--- config.mk ---
export PLATFORM = sky130hd
export DESIGN_NAME = cable_dir_ctrl
export DESIGN_NICKNAME = d
export VERILOG_FILES = /design/src/rtl/cable_dir_pkg.sv /design/src/rtl/cable_pulse_sync.sv /design/src/rtl/cable_fall_detect.sv /design/src/rtl/cable_window_ctr.sv /design/src/rtl/cable_dir_ctrl.sv
export SDC_FILE = /design/constraint.sdc
export NUM_CORES = 1
export LEC_CHECK = 0
export ABC_AREA = 0
export BUFFER_PORTS_ARGS = -buffer_cell sky130_fd_sc_hd__buf_2
export CAP_MARGIN = 30
export CORE_UTILIZATION = 46
export DETAILED_ROUTE_END_ITERATION = 10
export PLACE_DENSITY = 0.68
export RECOVER_POWER = 100
export SYNTH_ARGS = -nofsm -noshare
export SYNTH_HDL_FRONTEND = slang
export SYNTH_SLANG_ARGS = --single-unit
--- constraint.sdc ---
create_clock -name clk_i -period 5.13 [get_ports clk_i]
set_input_delay 1.539 -clock clk_i [delete_from_list [all_inputs] [get_ports clk_i]]
set_output_delay 1.539 -clock clk_i [all_outputs]
set_load 0.05 [all_outputs]
--- src/rtl/cable_dir_pkg.sv ---
package cable_dir_pkg;

  typedef enum logic {
    PATH_CTRL  = 1'b0,
    PATH_VIDEO = 1'b1
  } path_e;

endpackage

--- src/rtl/cable_pulse_sync.sv ---
module cable_pulse_sync #(
  parameter int STAGES = 2
) (
  input  logic clk_i,
  input  logic rst_ni,
  input  logic async_i,
  output logic sync_o
);

  logic [STAGES-1:0] chain_q;

  generate
    for (genvar s = 0; s < STAGES; s++) begin : g_stage
      if (s == 0) begin : g_first
        always_ff @(posedge clk_i or negedge rst_ni) begin
          if (!rst_ni) chain_q[0] <= 1'b0;
          else         chain_q[0] <= async_i;
        end
      end else begin : g_rest
        always_ff @(posedge clk_i or negedge rst_ni) begin
          if (!rst_ni) chain_q[s] <= 1'b0;
          else         chain_q[s] <= chain_q[s-1];
        end
      end
    end
  endgenerate

  assign sync_o = chain_q[STAGES-1];

endmodule

--- src/rtl/cable_fall_detect.sv ---
module cable_fall_detect (
  input  logic clk_i,
  input  logic rst_ni,
  input  logic level_i,
  output logic fall_o
);

  logic prev_q;

  always_ff @(posedge clk_i or negedge rst_ni) begin
    if (!rst_ni) prev_q <= 1'b0;
    else         prev_q <= level_i;
  end

  assign fall_o = prev_q & ~level_i;

  // a fall strobe never lasts two cycles
  AST_FALL_SINGLE: assert property (@(posedge clk_i) disable iff (!rst_ni)
    fall_o |=> !fall_o);

endmodule

--- src/rtl/cable_window_ctr.sv ---
module cable_window_ctr
  import cable_dir_pkg::*;
#(
  parameter int FULL_COUNT  = 5076,
  parameter int SHORT_COUNT = 5064,
  localparam int CNT_W      = $clog2(FULL_COUNT + 1)
) (
  input  logic             clk_i,
  input  logic             rst_ni,
  input  logic             fall_i,
  input  logic             tick_i,
  input  logic             end_full_i,
  output path_e            path_o,
  output logic             done_o,
  output logic             overrun_o,
  output logic [CNT_W-1:0] count_o
);

  localparam logic [CNT_W-1:0] LIM_FULL  = CNT_W'(FULL_COUNT);
  localparam logic [CNT_W-1:0] LIM_SHORT = CNT_W'(SHORT_COUNT);

  path_e            path_q;
  logic [CNT_W-1:0] count_q;
  logic [CNT_W-1:0] limit_q;
  logic             done_q;
  logic             ovr_q;
  logic             last_tick;

  assign last_tick = tick_i && (count_q == limit_q - 1'b1);

  always_ff @(posedge clk_i or negedge rst_ni) begin
    if (!rst_ni) begin
      path_q  <= PATH_CTRL;
      count_q <= '0;
      limit_q <= LIM_FULL;
      done_q  <= 1'b0;
      ovr_q   <= 1'b0;
    end else begin
      done_q <= 1'b0;
      if (path_q == PATH_CTRL) begin
        if (fall_i) begin
          path_q  <= PATH_VIDEO;
          count_q <= '0;
          limit_q <= end_full_i ? LIM_FULL : LIM_SHORT;
        end
      end else begin
        if (fall_i) ovr_q <= 1'b1;
        if (last_tick) begin
          path_q  <= PATH_CTRL;
          count_q <= '0;
          done_q  <= 1'b1;
        end else if (tick_i) begin
          count_q <= count_q + 1'b1;
        end
      end
    end
  end

  assign path_o    = path_q;
  assign done_o    = done_q;
  assign overrun_o = ovr_q;
  assign count_o   = count_q;

  AST_OPEN_CLEARS: assert property (@(posedge clk_i) disable iff (!rst_ni)
    (path_q == PATH_CTRL && fall_i) |=> (path_q == PATH_VIDEO && count_q == '0));

  AST_COUNT_BELOW_LIMIT: assert property (@(posedge clk_i) disable iff (!rst_ni)
    (path_q == PATH_VIDEO) |-> (count_q < limit_q));

  AST_CLOSE_AT_LIMIT: assert property (@(posedge clk_i) disable iff (!rst_ni)
    ($past(path_q) == PATH_VIDEO && path_q == PATH_CTRL) |->
      ($past(tick_i) && $past(count_q) == $past(limit_q) - 1'b1));

  AST_LIMIT_HELD: assert property (@(posedge clk_i) disable iff (!rst_ni)
    (path_q == PATH_VIDEO && $past(path_q) == PATH_VIDEO) |-> $stable(limit_q));

  AST_DONE_WITH_CLOSE: assert property (@(posedge clk_i) disable iff (!rst_ni)
    done_o |-> (path_q == PATH_CTRL && $past(path_q) == PATH_VIDEO));

  AST_OVERRUN_NO_RESTART: assert property (@(posedge clk_i) disable iff (!rst_ni)
    (path_q == PATH_VIDEO && fall_i && !tick_i) |=> (path_q == PATH_VIDEO && $stable(count_q) && ovr_q));

  AST_OVERRUN_STICKY: assert property (@(posedge clk_i) disable iff (!rst_ni)
    ovr_q |=> ovr_q);

  AST_IDLE_COUNT_ZERO: assert property (@(posedge clk_i) disable iff (!rst_ni)
    (path_q == PATH_CTRL) |-> (count_q == '0));

endmodule

--- src/rtl/cable_dir_ctrl.sv ---
module cable_dir_ctrl
  import cable_dir_pkg::*;
#(
  parameter int FULL_COUNT  = 5076,
  parameter int SHORT_COUNT = 5064,
  parameter int SYNC_STAGES = 2,
  localparam int CNT_W      = $clog2(FULL_COUNT + 1)
) (
  input  logic             clk_i,
  input  logic             rst_ni,
  input  logic             integ_pulse_i,
  input  logic             pix_tick_i,
  input  logic             end_full_i,
  output logic             path_video_o,
  output logic             window_done_o,
  output logic             overrun_o,
  output logic [CNT_W-1:0] pix_count_o
);

  logic  pulse_sync;
  logic  pulse_fall;
  path_e path_sel;

  cable_pulse_sync #(
    .STAGES (SYNC_STAGES)
  ) u_sync (
    .clk_i   (clk_i),
    .rst_ni  (rst_ni),
    .async_i (integ_pulse_i),
    .sync_o  (pulse_sync)
  );

  cable_fall_detect u_fall (
    .clk_i   (clk_i),
    .rst_ni  (rst_ni),
    .level_i (pulse_sync),
    .fall_o  (pulse_fall)
  );

  cable_window_ctr #(
    .FULL_COUNT  (FULL_COUNT),
    .SHORT_COUNT (SHORT_COUNT)
  ) u_win (
    .clk_i      (clk_i),
    .rst_ni     (rst_ni),
    .fall_i     (pulse_fall),
    .tick_i     (pix_tick_i),
    .end_full_i (end_full_i),
    .path_o     (path_sel),
    .done_o     (window_done_o),
    .overrun_o  (overrun_o),
    .count_o    (pix_count_o)
  );

  assign path_video_o = (path_sel == PATH_VIDEO);

  AST_RESET_TO_CTRL: assert property (@(posedge clk_i)
    !rst_ni |=> (!path_video_o && !overrun_o && !window_done_o));

  AST_DONE_ONE_CYCLE: assert property (@(posedge clk_i) disable iff (!rst_ni)
    window_done_o |=> !window_done_o);

endmodule

==> results.json <==
{
  "drt_wl_total_mm": 2.16,
  "coreArea_um2": 2210,
  "maxSlewViolCount": 15,
  "grt_usage_pct": 19.6,
  "cts-root-buf": "clkbuf_4",
  "worst_pin_slew_ns": 1.64,
  "synth_cells": 99,
  "synth_cell_type_count": 33,
  "ys_ff_latch": 21,
  "end_kind": "flop",
  "cp_num_buf_inv": 1,
  "ant_nets": 0,
  "start_kind": "primary input",
  "antenna_cells": 0,
  "most-common-layout-cells": "dfrtp_1 (20), clkbuf_1 (19), xor2_1 (11), a21oi_1 (9)",
  "hold_viol": 0,
  "crit_fanout": 14,
  "via_per_inst": 5.77,
  "min_period_over_period_pct": 64.6,
  "layout.nets": 129,
  "fin_ws_ns": 1.81,
  "cts.sinks": 21,
  "first_iter_violations": 4,
  "cts_inserted_buffers": 3,
  "synth_area_um2": 1080,
  "fin_skew_ns": 0.00210,
  "synthToLayoutAreaGrowth_pct": 9.93,
  "ios": 21,
  "synth_flop_cell": "dfrtp_1",
  "cpPeakStageDelay_ns": 1.30,
  "violations": "max-capacitance violations, max-slew violations",
  "fin_crit_ns": 3.32,
  "wl_per_cell_um": 14.6,
  "place.gp.congestion": 0.795,
  "path_cells": "clkbuf_1 > nand4_1 > o31ai_1 > a22oi_1",
  "grt_pass1_wl_mm": 3.71,
  "synth-edff-count": 0,
  "postSynthAreaPerCell_um2": 10.9,
  "cp_slowest_cell": "o31ai_1",
  "cp_top_family": "compound AO/OA/AOI/OAI gates",
  "hp-class": "flop to flop",
  "crit_type": "primary input to flop",
  "drc": 0,
  "synthTopCellsByArea": "dfrtp_1 (46%), xor2_1 (8.9%), a21oi_1 (4.2%), ha_1 (3.5%), o2111ai_1 (3.2%)",
  "min_from": "u_sync.chain_q[0]$_DFF_PN0_",
  "p_leak_nw": 0.529,
  "syn_nets": 107,
  "path_clk_slew_ns": 0.11,
  "placed_cell_area_um2": 1190,
  "maxCapViolCount": 1,
  "relSlewSlack_pct": -9.95,
  "vias": 854,
  "yosysSeqAreaShare_pct": 48.6,
  "yosys.area.top_type": "dfrtp_1",
  "drt_first_pass_iters": 4,
  "critPathLaunch": "pix_tick_i",
  "overflow": 0,
  "insertion_delay_ns": 0.30,
  "die_w_um": 50.5,
  "hold_slack_ns": 0.364,
  "grt_max_degree": 22,
  "die_area_um2": 2550,
  "cp.arrival_ns": 3.42,
  "cts_setup_buffers": 0,
  "setup_viol": 0,
  "clockBufferDepth": 2,
  "antenna_found_initial": 0,
  "pre_cts_ws_ns": 2.12,
  "powerDensity_nw_per_um2": 369,
  "place_hpwl_mm": 1.57,
  "rsz0062_at_grt": "no",
  "layout-drive-gt1-share_pct": 11.7,
  "start_util_pct": 49.0,
  "post_cts_resized": 0,
  "crit_required_ns": 5.23,
  "portBuffers": 20,
  "grt_pass1_vias": 826,
  "fin_setup_tns_ns": 0,
  "irDropWorstVdd_uv": 383,
  "reg2reg_from": "u_win.limit_q[2]$_DFFE_PN1P_",
  "die_h_um": 50.5,
  "rows": 17,
  "synth_top_cell_area_share_pct": 46.2,
  "clock.fmax_mhz": 302,
  "final_area_um2": 1190,
  "cts_hold_buf": 0,
  "async_flop_share_pct": 100,
  "cts_tree": "done",
  "yosysWarnings": 0,
  "h-tree-depth": 1,
  "layout_commonest_cell": "dfrtp_1",
  "outcome": "finished, violations left"
}
## per-stage QoR
stage	cells	power, mW	util, %
after floorplan	99	0.330	-
after global placement	144	0.366	53.9
after detailed placement	144	0.368	53.9
after CTS	148	0.449	55.1
after global routing	148	0.464	53.8
final	148	0.439	53.8
## cell type report
class                      instances  area [um2]
timing repair buffer              20        77.6
fill                             228        1020
sequential                        21         527
tap                               28        35.0
inverter                           5        18.8
clock buffer                       4        26.3
multi-input combinational         70         507
## path summary, 6_finish.rpt
check                           cells after the start                            to  slack, ns
worst max-delay path                                4  u_win.count_o[9]$_DFFE_PN0P_       1.81
max in group asynchronous                           1  u_win.count_o[3]$_DFFE_PN0P_       3.06
min in group asynchronous                           1   u_win.overrun_o$_DFFE_PN0P_       1.42
worst max register to register                      6  u_win.count_o[9]$_DFFE_PN0P_       2.19
worst min register to register                      0       u_sync.sync_o$_DFF_PN0_       0.36
worst min-delay path                                0       u_sync.sync_o$_DFF_PN0_       0.36
## power by group
part | total [mW] | internal [mW] | switching [mW]
logic | 0.139 | 0.0348 | 0.105
registers | 0.221 | 0.186 | 0.0346
clock network | 0.0791 | 0.0303 | 0.0488
## Yosys cell counts (all sizes together) (2+ instances only)
master   number
or3           3
o21ai         6
inv           5
nand2         6
o211ai        3
a22oi         3
nor2          2
o22ai         2
xor2         11
a21oi         9
dfrtp        20
buf           2
o2111ai       4
ha            3
and3          4
## flip-flops by register name (all words and copies together), names as in the netlist
name and flops:
u_win.overrun_o 1, u_fall.prev_q 1, u_win.limit_q 2, u_win.done_o 1, u_win.count_o 13, u_sync.chain_q 1
u_sync.sync_o 1, u_win.path_o 1
## cell families (layout without fill, tap and decap cells)
kind of cell	count (synthesis)	count (layout)	share of synthesized area [%]
buf+inv	8	29	4.16
compound gates	30	30	18.5
fa+ha+maj	3	3	3.46
flops	21	21	48.6
xor+xnor	11	11	8.89
simple gates	26	26	16.4
## worst reg2reg max path: cells and delay by family, from the launching register on
family / cells / cell delay (ns)
buf+inv: 1 / 0.07
xor+xnor: 1 / 0.13
simple gates: 1 / 0.13
flops: 1 / 0.56
fa+ha+maj: 1 / 0.31
compound gates: 2 / 1.55
## layer usage
metal | vias up | track usage (%) | part of all wire [%]
met5 | - | 0 | 0
met2 | 22 | 31.8 | 48
met3 | 6 | 2.73 | 3.6
met1 | 421 | 25.8 | 47
li1 | 405 | - | -
met4 | 0 | 8.80 | 2.1
Power figures use the tool's default switching activity.
